==> src/rtl/spm_cmd_pkg.sv <==
package spm_cmd_pkg;

  // register field positions (decoded by software and by this block)
  localparam int B_IRQ  = 7;
  localparam int B_BUSY = 6;
  localparam int B_SIG  = 5;
  localparam int B_RWW  = 4;
  localparam int B_LOCK = 3;
  localparam int B_PGW  = 2;
  localparam int B_PGE  = 1;
  localparam int B_EN   = 0;

  // command pulse positions
  localparam int NK      = 5;
  localparam int K_ERASE = 0;
  localparam int K_WRITE = 1;
  localparam int K_FILL  = 2;
  localparam int K_SIG   = 3;
  localparam int K_LOCK  = 4;

  typedef enum logic [2:0] {
    M_IDLE, M_ERASE, M_WRITE, M_SIG, M_LOCK, M_RWW, M_FILL
  } mode_e;

  // priority decode of the command field; c[0] is the enable bit
  function automatic mode_e decode_mode(input logic [5:0] c);
    mode_e m;
    if (!c[B_EN])        m = M_IDLE;
    else if (c[B_PGE])   m = M_ERASE;
    else if (c[B_PGW])   m = M_WRITE;
    else if (c[B_SIG])   m = M_SIG;
    else if (c[B_LOCK])  m = M_LOCK;
    else if (c[B_RWW])   m = M_RWW;
    else                 m = M_FILL;
    return m;
  endfunction

  function automatic logic is_read(input mode_e m);
    return (m == M_SIG) || (m == M_LOCK);
  endfunction

  function automatic logic is_flash_op(input mode_e m);
    return (m == M_ERASE) || (m == M_WRITE);
  endfunction

  function automatic int unsigned arm_len(input mode_e m, input int unsigned wr_n,
                                          input int unsigned rd_n);
    return is_read(m) ? rd_n : wr_n;
  endfunction

  function automatic logic [NK-1:0] cmd_onehot(input mode_e m);
    logic [NK-1:0] v;
    v = '0;
    case (m)
      M_ERASE: v[K_ERASE] = 1'b1;
      M_WRITE: v[K_WRITE] = 1'b1;
      M_FILL:  v[K_FILL]  = 1'b1;
      M_SIG:   v[K_SIG]   = 1'b1;
      M_LOCK:  v[K_LOCK]  = 1'b1;
      default: v = '0;
    endcase
    return v;
  endfunction

endpackage

==> src/rtl/spm_window.sv <==
module spm_window #(
  parameter int CW = 3
) (
  input  logic          clk,
  input  logic          rst_n,
  input  logic          load_i,
  input  logic [CW-1:0] len_i,
  input  logic          stop_i,
  output logic          open_o,
  output logic          last_o
);
  logic [CW-1:0] cnt_q;

  always_ff @(posedge clk or negedge rst_n) begin
    if (!rst_n)             cnt_q <= '0;
    else if (load_i)        cnt_q <= len_i;
    else if (stop_i)        cnt_q <= '0;
    else if (cnt_q != '0)   cnt_q <= cnt_q - 1'b1;
  end

  assign open_o = (cnt_q != '0);
  assign last_o = (cnt_q == CW'(1));
endmodule

==> src/rtl/spm_issue.sv <==
module spm_issue
  import spm_cmd_pkg::*;
#(
  parameter int ZW     = 16,
  parameter int PG_LSB = 7
) (
  input  logic             clk,
  input  logic             rst_n,
  input  logic             fire_i,
  input  mode_e            mode_i,
  input  logic [ZW-1:0]    zptr_i,
  output logic [NK-1:0]    pulse_o,
  output logic [ZW-PG_LSB-1:0] page_o,
  output logic [PG_LSB-1:0]    offs_o
);
  logic [NK-1:0] sel;
  assign sel = cmd_onehot(mode_i);

  always_ff @(posedge clk or negedge rst_n) begin
    if (!rst_n) begin
      pulse_o <= '0;
      page_o  <= '0;
      offs_o  <= '0;
    end else begin
      pulse_o <= fire_i ? sel : '0;
      if (fire_i) begin
        page_o <= zptr_i[ZW-1:PG_LSB];
        offs_o <= zptr_i[PG_LSB-1:0];
      end
    end
  end
endmodule

==> src/rtl/selfprog_ctrl.sv <==
module selfprog_ctrl
  import spm_cmd_pkg::*;
#(
  parameter int ZW     = 16,
  parameter int PG_LSB = 7,
  parameter int WIN_WR = 4,
  parameter int WIN_RD = 3
) (
  input  logic                 clk,
  input  logic                 rst_n,
  input  logic                 reg_wr_en,
  input  logic [7:0]           reg_wr_data,
  output logic [7:0]           reg_rd_data,
  input  logic                 st_exec,
  input  logic                 ld_exec,
  input  logic [ZW-1:0]        zptr,
  input  logic                 gie,
  input  logic                 flash_busy,
  input  logic                 eeprom_busy,
  output logic                 cmd_erase,
  output logic                 cmd_write,
  output logic                 cmd_fill,
  output logic                 cmd_sig_rd,
  output logic                 cmd_lock_rd,
  output logic [ZW-PG_LSB-1:0] cmd_page,
  output logic [PG_LSB-1:0]    cmd_offs,
  output logic                 cpu_halt,
  output logic                 buf_clear,
  output logic                 ready_irq
);
  localparam int WMAX = (WIN_WR > WIN_RD) ? WIN_WR : WIN_RD;
  localparam int CW   = $clog2(WMAX + 1);
  localparam logic [7:0] KEEP_ARM   = ~(8'd1 << B_BUSY);
  localparam logic [7:0] KEEP_PLAIN = 8'd1 << B_IRQ;

  logic [7:0] ctl_q, ctl_d;
  mode_e      mode_q, mode_d, wr_mode;
  logic       op_act_q, op_seen_q, fill_pend_q, buf_clr_q;
  logic       win_open, win_last;
  logic [NK-1:0] pulse_w;

  // named internal events
  logic wr_ok, arm_evt, plain_evt, hit_evt, match_evt, expire_evt;
  logic op_done_evt, clr_cmd, fill_evt, buf_clr_d;

  assign wr_mode     = decode_mode(reg_wr_data[5:0]);
  assign wr_ok       = reg_wr_en & ~op_act_q;
  assign arm_evt     = wr_ok & reg_wr_data[B_EN];
  assign plain_evt   = wr_ok & ~reg_wr_data[B_EN];
  assign hit_evt     = win_open & (is_read(mode_q) ? ld_exec : st_exec);
  assign match_evt   = hit_evt & ~reg_wr_en;
  assign expire_evt  = win_last & ~hit_evt & ~reg_wr_en;
  assign op_done_evt = op_act_q & op_seen_q & ~flash_busy;
  assign clr_cmd     = (match_evt & ~is_flash_op(mode_q)) | expire_evt | op_done_evt;
  assign fill_evt    = match_evt & (mode_q == M_FILL);
  assign buf_clr_d   = wr_ok & reg_wr_data[B_RWW] & fill_pend_q;

  spm_window #(.CW(CW)) u_win (
    .clk    (clk),
    .rst_n  (rst_n),
    .load_i (arm_evt),
    .len_i  (CW'(arm_len(wr_mode, WIN_WR, WIN_RD))),
    .stop_i (match_evt | plain_evt),
    .open_o (win_open),
    .last_o (win_last)
  );

  spm_issue #(.ZW(ZW), .PG_LSB(PG_LSB)) u_issue (
    .clk     (clk),
    .rst_n   (rst_n),
    .fire_i  (match_evt),
    .mode_i  (mode_q),
    .zptr_i  (zptr),
    .pulse_o (pulse_w),
    .page_o  (cmd_page),
    .offs_o  (cmd_offs)
  );

  always_comb begin
    ctl_d  = ctl_q;
    mode_d = mode_q;
    if (clr_cmd) begin
      ctl_d[B_SIG:B_EN] = '0;
      mode_d            = M_IDLE;
    end
    if (reg_wr_en) begin
      if (op_act_q) begin
        ctl_d[B_IRQ] = reg_wr_data[B_IRQ];
      end else begin
        ctl_d  = reg_wr_data & (reg_wr_data[B_EN] ? KEEP_ARM : KEEP_PLAIN);
        mode_d = wr_mode;
      end
    end
  end

  always_ff @(posedge clk or negedge rst_n) begin
    if (!rst_n) begin
      ctl_q       <= '0;
      mode_q      <= M_IDLE;
      op_act_q    <= 1'b0;
      op_seen_q   <= 1'b0;
      fill_pend_q <= 1'b0;
      buf_clr_q   <= 1'b0;
    end else begin
      ctl_q     <= ctl_d;
      mode_q    <= mode_d;
      buf_clr_q <= buf_clr_d;
      if (match_evt & is_flash_op(mode_q)) op_act_q <= 1'b1;
      else if (op_done_evt)                op_act_q <= 1'b0;
      if (op_done_evt)                     op_seen_q <= 1'b0;
      else if (op_act_q & flash_busy)      op_seen_q <= 1'b1;
      if (buf_clr_d | (op_done_evt & (mode_q == M_WRITE))) fill_pend_q <= 1'b0;
      else if (fill_evt)                                   fill_pend_q <= 1'b1;
    end
  end

  assign reg_rd_data = ctl_q;
  assign cmd_erase   = pulse_w[K_ERASE];
  assign cmd_write   = pulse_w[K_WRITE];
  assign cmd_fill    = pulse_w[K_FILL];
  assign cmd_sig_rd  = pulse_w[K_SIG];
  assign cmd_lock_rd = pulse_w[K_LOCK];
  assign cpu_halt    = op_act_q & (mode_q == M_WRITE);
  assign buf_clear   = buf_clr_q;
  assign ready_irq   = ctl_q[B_IRQ] & gie & ~ctl_q[B_EN] & ~eeprom_busy & ~op_act_q;
endmodule

==> config.mk <==
export PLATFORM = sky130hd
export DESIGN_NAME = selfprog_ctrl
export DESIGN_NICKNAME = d
export VERILOG_FILES = /design/src/rtl/spm_cmd_pkg.sv /design/src/rtl/spm_window.sv /design/src/rtl/spm_issue.sv /design/src/rtl/selfprog_ctrl.sv
export SDC_FILE = /design/constraint.sdc
export NUM_CORES = 1
export LEC_CHECK = 0
export BUFFER_PORTS_ARGS = -buffer_cell sky130_fd_sc_hd__buf_2
export CAP_MARGIN = 20
export CORE_MARGIN = 4
export CORE_UTILIZATION = 45
export CTS_CLUSTER_DIAMETER = 60
export DETAILED_ROUTE_END_ITERATION = 8
export PLACE_DENSITY = 0.81
export SLEW_MARGIN = 20
export SYNTH_ARGS = -nofsm -noshare
export SYNTH_HDL_FRONTEND = slang
export SYNTH_SLANG_ARGS = --single-unit
==> constraint.sdc <==
create_clock -name clk -period 3.76 [get_ports clk]
set_clock_uncertainty 0.1 [all_clocks]
set_input_delay 0.564 -clock clk [delete_from_list [all_inputs] [get_ports clk]]
set_output_delay 0.564 -clock clk [all_outputs]
set_load 0.1 [all_outputs]
Word level (Yosys, flattened, before mapping)

Cells that the tools add are included.
Widths: inputs -> output; s select.

Register bits: 39
Input bits: 32
Output and inout port bits: 32

Add/sub/neg operators: 1
Eq/ne operators: 8
Muxes and demuxes: 31
Bitwise operators: 34
Reduce and logical (&&, ||, !) cells: 9

Operators by type and width:

| kind                | count |
|---|---|
| $mux 3              | 11 |
| $mux 6              | 4 |
| $and 1x1->1         | 21 |
| $mux 1              | 13 |
| $eq 3x2->1 const B  | 3 |
| $eq 3x3->1 const B  | 3 |
| $and 8x8->8         | 1 |
| $not 1->1           | 8 |
| $eq 3x1->1 const B  | 2 |
| $reduce_bool 2->1   | 3 |
| $reduce_bool 3->1   | 2 |
| $mux 5              | 1 |
| $mux 2              | 2 |
| $or 1x1->1          | 4 |
| $logic_or 1x1->1    | 3 |
| $sub 3x1->3 const B | 1 |
| $reduce_and 2->1    | 1 |

Depth between registers and ports, before layout

Gate-level depths: netlist of the first run.

Depth after elaboration: 12
Mapped depth: 8

Hierarchy

Synthesis of the first run repeated with hierarchy kept, for this count alone.

Cell total of the unflattened synthesis: 148
Area, all modules: 1820.5 sq um

Modules (own cells, without submodules):

| module        | instances | cells each | area each (sq um) |
|---|---|---|---|
| spm_issue     | 1         | 44         | 842.1 |
| selfprog_ctrl | 1         | 86         | 774.5 |
| spm_window    | 1         | 18         | 203.9 |

Worst setup path before layout of the first run

No wires, ideal clock.

Path kind: reg-to-output
Start: reg ctl_q[7] (netlist: reg_rd_data[7])
End: out ready_irq
Arrival: 3.866 ns
Path slack: -0.770 ns
Stages on the path, launching flop included: 3
Buffers on the path: 0
Cells stage by stage: dfrtp_1 -> nand2_1 -> nor4_1

Longest elaborated chain between the ends: 4

Ends and longest elaborated chain:

| element                   | RTL line             | text |
|---|---|---|
| start, declared           | selfprog_ctrl.sv:36  | `logic [7:0] ctl_q, ctl_d;` |
| start signal, assigned    | selfprog_ctrl.sv:105 | `ctl_q <= ctl_d;` |
| $and 1x1->1 (4 in series) | selfprog_ctrl.sv:125 | `assign ready_irq = ctl_q[B_IRQ] & gie & ~ctl_q[B_EN] & ~eeprom_busy & ~op_act_q;` |
| end, declared             | selfprog_ctrl.sv:29  | `output logic ready_irq` |

Every way passes these cells.

Worst setup path after layout of the first run

Start: reg mode_q[1]
End: reg fill_pend_q

Longest elaborated chain between the ends: 7
Elaborated cells between the ends (all ways): 13
Classes of those cells: 4 x eq/ne; 2 x mux; 5 x bitwise; 2 x reduce/logical

Ends and longest elaborated chain:

| element                                         | RTL line             | text |
|---|---|---|
| start, declared                                 | selfprog_ctrl.sv:37  | `mode_e mode_q, mode_d, wr_mode;` |
| start signal, assigned                          | selfprog_ctrl.sv:106 | `mode_q <= mode_d;` |
| $eq 3x2->1 / $eq 3x3->1 (equally long branches) | spm_cmd_pkg.sv:39    | `return (m == M_SIG) \|\| (m == M_LOCK);` |
| $logic_or 1x1->1                                | spm_cmd_pkg.sv:39    |  |
| $mux 1                                          | selfprog_ctrl.sv:50  | `assign hit_evt = win_open & (is_read(mode_q) ? ld_exec : st_exec);` |
| $and 1x1->1                                     | selfprog_ctrl.sv:50  |  |
| $and 1x1->1                                     | selfprog_ctrl.sv:51  | `assign match_evt = hit_evt & ~reg_wr_en;` |
| $and 1x1->1                                     | selfprog_ctrl.sv:55  | `assign fill_evt = match_evt & (mode_q == M_FILL);` |
| $reduce_bool 2->1 (no source line)              | --                   |  |
| end signal, assigned                            | selfprog_ctrl.sv:102 | `fill_pend_q <= 1'b0;` |
| end signal, assigned                            | selfprog_ctrl.sv:112 | `if (buf_clr_d \| (op_done_evt & (mode_q == M_WRITE))) fill_pend_q <= 1'b0;` |
| end signal, assigned                            | selfprog_ctrl.sv:113 | `else if (fill_evt) fill_pend_q <= 1'b1;` |
| end, declared                                   | selfprog_ctrl.sv:38  | `logic op_act_q, op_seen_q, fill_pend_q, buf_clr_q;` |

Several ways; a longest one is shown, not always the timed one.
A chain may end at the register's enable or synchronous reset.

==> impl_metrics.yaml, run 1 <==
critical_path:
  critPathLaunchType: "register"
  end_kind: "register"
  crit_buf_inv: 1
  slowest_delay_ns: 0.50
  crit_path_top_delay_cell: "dfrtp_1"
  crit_family: "compound AO/OA/AOI/OAI gates"
  cp_num_cells: 6
  worstReg2RegEnd: "fill_pend_q"
  worstSetupPathType: "register to register"
  rr_worst_depth: 6
  critPathMaxFanout: 11
  rr_startpoint: "mode_q[1]"
  r2r_slack_ns: 1.45
  path_cells: "o21bai_1 > a31o_2 > nor4_4 > buf_4 > nand2_2 > a221oi_2"
  worstPathRequired_ns: 3.85
  cp_data_arrival_time_ns: 2.40
clock_network:
  htree_levels: 2
  cts_buffer_depth: 2
  clk_latency_ns: 0.28
  cts_made_buffers: 5
  post_cts_resized: 0
  cts_tree: "done"
  cts_sinks: 38
  post_cts_buffers: 0
  root_buffer: "clkbuf_8"
  clkTransAtPathRegs_ns: 0.07
  holdBufCountCts: 0
global_routing:
  antenna_found_initial: 0
  grt_pass1_wl_um: 6230
  first_global_vias: 1424
  grt_usage_pct: 15.64
  grt_max_degree: 39
  grt_overflow: 0
layout:
  drive_above_1_share_pct: 33.90
  fin_cells: 284
  diodes: 0
  final_common_cell: "buf_2"
  final_nets: 271
  final_cell_mix: "61 x buf_2, 57 x nand2_1, 38 x dfrtp_1"
  synthToLayoutAreaGrowth_pct: 22.78
  final_cell_area_um2: 2145
route:
  firstDrtPassIters: 4
  wl_um: 3566
  dr_total_vias: 1400
  wl_per_cell_um: 12.56
  via_per_inst: 4.930
  drc: 0
  first_iter_violations: 59
  final_antenna_net_count: 0
sta:
  fin_tns_setup_ns: 0
  relSlewSlack_pct: 45.96
  maxSlewViolCount: 0
  final_hold_viol_count: 0
  hold-worst-slack_ns: 0.2696
  max_freq_ghz: 0.4325
  setup_violations: 0
  rsz0062_at_grt: "false"
  period_needed_ns: 2.312
  worst_pin_slew_ns: 0.8106
  period_share_pct: 61.49
placed_design:
  dp_hpwl_um: 2604
  dp_cells: 277
  port_buffers: 61
  place_area_um2: 2068
  routabilityCongestion: 0.7895
die:
  initial_utilization_pct: 47.00
  rows: 22
  io_pins: 64
  die_h_um: 70.30
  core_um2: 3716
  dieArea_um2: 4942
  die_x_um: 70.30
synthesis:
  ys_warn_count: 0
  ys_ff_latch: 38
  syn-num-nets: 211
  avgSynthCellArea_um2: 9.924
  synth_area_um2: 1747
  synthCells: 176
  yosysSeqAreaShare_pct: 54.44
  synth_cell_types: 40
flow_run:
  drv_cap: 0
min_path:
  hold_path_class: "primary input to asynchronous set/reset pin"
status:
  status: "finished clean"
## per-stage QoR
step                      setup WS [ns]  utilization (%)
after CTS                         1.401            57.71
after detailed placement          1.399            55.66
after global placement            1.426            55.66
final                             1.448            57.71
after floorplan                  0.3805                -
after global routing              1.216            57.71
## cell families after synthesis
family                     share of synthesized area, %
AOI/OAI and AO/OA                                 14.54
xor gates and xnor gates                         0.5015
adders and majority gates                         2.149
buffers and inverters                             4.799
DFF                                               54.44
muxes                                             1.289
other                                            0.2147
and+or+nand+nor                                   22.06
## cells in the mapped netlist
cell type	instances	area (µm²)
clkbuf_1	1	3.750
and2_1	1	6.260
a21oi_1	6	30.03
o2bb2ai_1	1	8.760
or3b_1	1	8.760
a21oi_2	1	8.760
nand2_1	57	214.0
a22o_1	5	43.79
nor4_4	1	21.27
a31oi_1	2	12.51
o31ai_4	1	21.27
o311a_1	1	10.01
buf_4	1	7.510
ha_1	3	37.54
a21o_1	3	22.52
o31a_1	1	8.760
nor4_1	2	12.51
nor3_2	2	20.02
and3_1	1	6.260
buf_6	2	22.52
nand2_2	1	6.260
nor2_1	9	33.78
o21bai_1	2	15.01
inv_1	7	26.28
nor3_1	4	20.02
a211oi_1	1	7.510
o21ai_0	2	10.01
conb_1	1	3.750
nor2b_1	1	6.260
xnor2_1	1	8.760
or4_4	1	11.26
buf_1	1	3.750
mux2_2	2	22.52
dfrtp_1	38	950.9
o21ai_4	1	16.27
nand2b_1	3	18.77
o31ai_1	2	15.01
a31o_2	1	8.760
buf_2	4	20.02
a221oi_2	1	15.01
## layer usage
layer | vias to the layer above | global-route usage [%] | share of wire (%)
li1 | 705 | - | -
met1 | 657 | 20.29 | 46
met2 | 36 | 24.64 | 48
met3 | 2 | 4.748 | 5.5
met4 | 0 | 5.532 | 0.34
met5 | - | 0 | 0
## worst max-delay path by stage
stage	start	to	slack [ns]
finish	mode_q[1]	fill_pend_q	1.45
global route	mode_q[1]	fill_pend_q	1.22
floorplan	reg_rd_data[7]	ready_irq	0.38
CTS	mode_q[1]	fill_pend_q	1.40
global placement	ld_exec	fill_pend_q	1.43
detailed placement	st_exec	fill_pend_q	1.40
## registers in the layout (all words and copies together) (netlist names)
register,count
op_act_q,1
op_seen_q,1
reg_rd_data,7
u_issue.offs_o,7
u_win.cnt_q,3
fill_pend_q,1
mode_q,3
u_issue.page_o,9
buf_clear,1
u_issue.pulse_o,5
## layout make-up
| type | instances | area (µm²) |
|---|---|---|
| multi-input combinational | 122 | 718.2 |
| inverter | 7 | 26.28 |
| clock buffer | 7 | 76.32 |
| sequential | 38 | 950.9 |
| tap | 48 | 60.06 |
| timing repair buffer | 62 | 312.8 |
| fill | 364 | 1572 |
Power of run 1 is left out: the tool's default activity adds up to more than one toggle a clock period on the data nets, which glitch-free logic cannot reach.
==> run 2, diff against run 1 <==
==> constraint.sdc (replaced) <==
create_clock -name clk -period 2.2 [get_ports clk]
set_clock_uncertainty 0.1 [all_clocks]
set_input_delay 0.33 -clock clk [delete_from_list [all_inputs] [get_ports clk]]
set_output_delay 0.33 -clock clk [all_outputs]
set_load 0.1 [all_outputs]
==> impl_metrics.yaml, run 2 (synthesized netlist as in run 1, its figures left out) <==
placed_design:
  dp_hpwl_um: 2733
  routabilityCongestion: 0.7961
  port_buffers: 61
  place_area_um2: 2120
global_routing:
  first_global_vias: 1388
  grt_max_degree: 39
  grt_usage_pct: 15.57
  antenna_found_initial: 0
  grt_pass1_wl_um: 6127
  grt_overflow: 0
route:
  via_per_inst: 4.934
  first_iter_violations: 65
  dr_total_vias: 1431
  wl_um: 3595
  firstDrtPassIters: 4
  wl_per_cell_um: 12.40
  final_antenna_net_count: 0
  drc: 0
  met3_length_um: 213
  wl_met2_um: 1747
  wl_met1_um: 1567
  topRoutingLayerUsed: "met4"
sta:
  maxSlewViolCount: 0
  setup_violations: 0
  period_share_pct: 95.58
  final_hold_viol_count: 0
  rsz0062_at_grt: "false"
  worst_pin_slew_ns: 0.7888
  max_freq_ghz: 0.4756
  relSlewSlack_pct: 47.41
  period_needed_ns: 2.103
layout:
  largest_register_ffs: 9
  final_cell_mix: "61 x buf_2, 57 x nand2_1, 38 x dfrtp_1"
  synthToLayoutAreaGrowth_pct: 27.58
  largest-register: "u_issue.page_o"
  final_nets: 276
  diodes: 0
  drive_above_1_share_pct: 36.78
  final_common_cell: "buf_2"
  final_cell_area_um2: 2228
clock_network:
  clk_latency_ns: 0.28
  cts_tree: "done"
  clkTransAtPathRegs_ns: 0.07
  cts_made_buffers: 5
  cts_sinks: 38
  htree_levels: 2
  post_cts_buffers: 0
  holdBufCountCts: 0
  root_buffer: "clkbuf_8"
  cts_buffer_depth: 2
  post_cts_resized: 0
status:
  status: "finished clean"
die:
  die_x_um: 70.30
  initial_utilization_pct: 47.00
  die_h_um: 70.30
  core_um2: 3716
  rows: 22
  io_pins: 64
  dieArea_um2: 4942
critical_path:
  end_kind: "register"
  worstPathRequired_ns: 2.24
  cp_data_arrival_time_ns: 2.14
  worstSetupPathType: "register to register"
  critPathLaunchType: "register"
  critPathMaxFanout: 21
min_path:
  hold_path_class: "primary input to asynchronous set/reset pin"
flow_run:
  drv_cap: 0
==> run 2: cell count changes in the layout (fill, tap and decap cells not counted) <==
cell | previous run | this run
buf_4 | 1 | 6
bufinv_16 | 0 | 1
clkbuf_1 | 2 | 0
clkinv_2 | 0 | 2
nor3_1 | 4 | 3
nor3_2 | 2 | 3
nor4_2 | 1 | 0
nor4_4 | 1 | 2
==> run 2: layout make-up <==
class | instances | area, µm²
clock buffers | 5 | 68.82
inverters | 7 | 26.28
fillers | 345 | 1488
well taps | 48 | 60.06
multi-input cells | 122 | 732.0
repair buffers | 67 | 350.3
flip-flops and latches | 38 | 950.9
clock inverters | 3 | 40.04
==> run 2: path summary, 6_finish.rpt <==
path                                   start                 to  slack, ns  cells past startpoint
max                           u_win.cnt_q[0]     u_win.cnt_q[1]        0.1                      6
min                                    rst_n     reg_rd_data[1]       0.03                      1
max reg2reg                   u_win.cnt_q[0]     u_win.cnt_q[1]        0.1                      6
min reg2reg                u_issue.offs_o[2]  u_issue.offs_o[2]       0.37                      2
max in group asynchronous              rst_n          mode_q[1]       1.46                      1
min in group clk                     zptr[5]  u_issue.offs_o[5]       0.13                      3
==> run 2: stage by stage <==
stage / hold slack, ns / cells / setup slack, ns / TNS (ns) / utilization [%]
2_1_floorplan: -0.06559 / 176 / -0.3504 / -0.3504 / -
3_3_place_gp: 0.3529 / 282 / 0.1308 / 0 / 57.04
3_5_place_dp: 0.3591 / 282 / 0.09203 / 0 / 57.04
4_1_cts: 0.05719 / 290 / 0.08094 / 0 / 59.97
5_1_grt: 0.09845 / 290 / 0.007478 / 0 / 59.97
6_report: 0.02689 / 290 / 0.09735 / 0 / 59.97
==> run 2: routing by layer <==
layer | GRT usage [%] | vias up
li1 | - | 718
met1 | 19.65 | 665
met2 | 24.64 | 42
met3 | 4.460 | 6
met4 | 7.021 | 0
met5 | 0 | -
==> run 2: critical path, cell delays in order (launching register included) <==
cell     delay [ns]
dfrtp_1        0.38
inv_1          0.05
ha_1           0.19
ha_1           0.29
or4_4          0.73
a21oi_1        0.17
a31oi_1        0.05
Power of run 2 is left out for the same reason.
==> run 3, diff against run 2 <==
--- a/config.mk
+++ b/config.mk
@@ -7,8 +7,9 @@
 export LEC_CHECK = 0
 export BUFFER_PORTS_ARGS = -buffer_cell sky130_fd_sc_hd__buf_2
 export CAP_MARGIN = 20
-export CORE_MARGIN = 4
+export CORE_ASPECT_RATIO = 0.6
 export CORE_UTILIZATION = 45
+export CTS_BUF_LIST = sky130_fd_sc_hd__clkbuf_2 sky130_fd_sc_hd__clkbuf_4 sky130_fd_sc_hd__clkbuf_8
 export CTS_CLUSTER_DIAMETER = 60
 export DETAILED_ROUTE_END_ITERATION = 8
 export PLACE_DENSITY = 0.81
==> impl_metrics.yaml, run 3 (synthesized netlist as in run 1, its figures left out) <==
die:
  initial_utilization_pct: 47.19
  rows: 17
  dieArea_um2: 4143
  io_pins: 64
  die_x_um: 82.43
  core_um2: 3701
  die_h_um: 50.26
sta:
  max_freq_ghz: 0.4763
  fin_tns_setup_ns: 0
  maxSlewViolCount: 0
  hold-worst-slack_ns: 0.04041
  setup_ws_ns: 0.1007
  period_needed_ns: 2.099
  setup_violations: 0
  relSlewSlack_pct: 45.51
  worst_pin_slew_ns: 0.8173
  final_hold_viol_count: 0
  period_share_pct: 95.42
  rsz0062_at_grt: "false"
layout:
  drive_above_1_share_pct: 36.51
  final_common_cell: "buf_2"
  synthToLayoutAreaGrowth_pct: 26.43
  largest-register: "u_issue.page_o"
  final_nets: 277
  final_cell_mix: "61 x buf_2, 57 x nand2_1, 38 x dfrtp_1"
  largest_register_ffs: 9
  diodes: 0
flow_run:
  drv_cap: 0
clock_network:
  cts_tree: "done"
  clk_latency_ns: 0.28
  post_cts_buffers: 0
  post_cts_resized: 0
  cts_sinks: 38
  cts_made_buffers: 5
  cts_buffer_depth: 2
  holdBufCountCts: 0
  clkTransAtPathRegs_ns: 0.07
  root_buffer: "clkbuf_8"
  htree_levels: 2
route:
  drc: 0
  final_antenna_net_count: 0
  firstDrtPassIters: 4
  dr_total_vias: 1469
  via_per_inst: 5.101
  wl_um: 3605
  wl_per_cell_um: 12.52
  first_iter_violations: 65
placed_design:
  routabilityCongestion: 0.8141
  port_buffers: 61
  dp_hpwl_um: 2666
  dpl_worst_slack_ns: 0.1493
global_routing:
  antenna_found_initial: 0
  grt_busiest_layer: "met2"
  grt_pass1_wl_um: 5733
  globalRouteMet3Util_pct: 6.727
  grt_overflow: 0
  grt_usage_pct: 19.01
  first_global_vias: 1260
  grt_max_degree: 39
  grt_util_met2_pct: 27.69
  use_met1_pct: 26.57
status:
  status: "finished clean"
critical_path:
  cp_data_arrival_time_ns: 2.16
  startpoint: "mode_q[1]"
  rr_startpoint: "mode_q[1]"
  critPathLaunchType: "register"
  worstPathRequired_ns: 2.26
  critPathMaxFanout: 21
  worstSetupPathType: "register to register"
  end_kind: "register"
min_path:
  hold_path_class: "primary input to asynchronous set/reset pin"
run 3: through the flow:
stage               util (%)  instances  cell area (µm²)
finish                 59.67        288             2208
global route           59.67        288             2208
CTS                    59.67        288             2208
detailed placement     57.44        282             2126
global placement       57.44        282             2126
floorplan                  -        176             1767
run 3: critical path, stage by stage (launching register included):
cell and delay (ns):
dfrtp_1 0.46, o21bai_1 0.20, a31o_2 0.30, or4_4 0.65, a21oi_1 0.21, a31oi_1 0.06
run 3: path summary, 6_finish.rpt:
check	cells after the start	to	slack (ns)
worst max-delay path	5	u_win.cnt_q[1]	0.10
worst min-delay path	1	u_issue.pulse_o[0]	0.04
worst max register to register	5	u_win.cnt_q[1]	0.10
worst min register to register	2	u_issue.page_o[3]	0.37
max in group asynchronous	1	fill_pend_q	1.44
min in group clk	3	u_issue.page_o[4]	0.14
run 3: layout make-up:
class,instances,area (µm²)
fillers,348,1493
repair buffers,68,357.8
inverters,7,26.28
clock buffers,6,82.58
multi-input cells,122,732.0
flip-flops and latches,38,950.9
well taps,47,58.81
run 3: routing by layer:
layer,wire (µm),vias to the layer above
met5,0,-
met4,11,0
met3,262,2
met2,1556,53
met1,1775,698
li1,-,716
Power of run 3 is left out for the same reason.
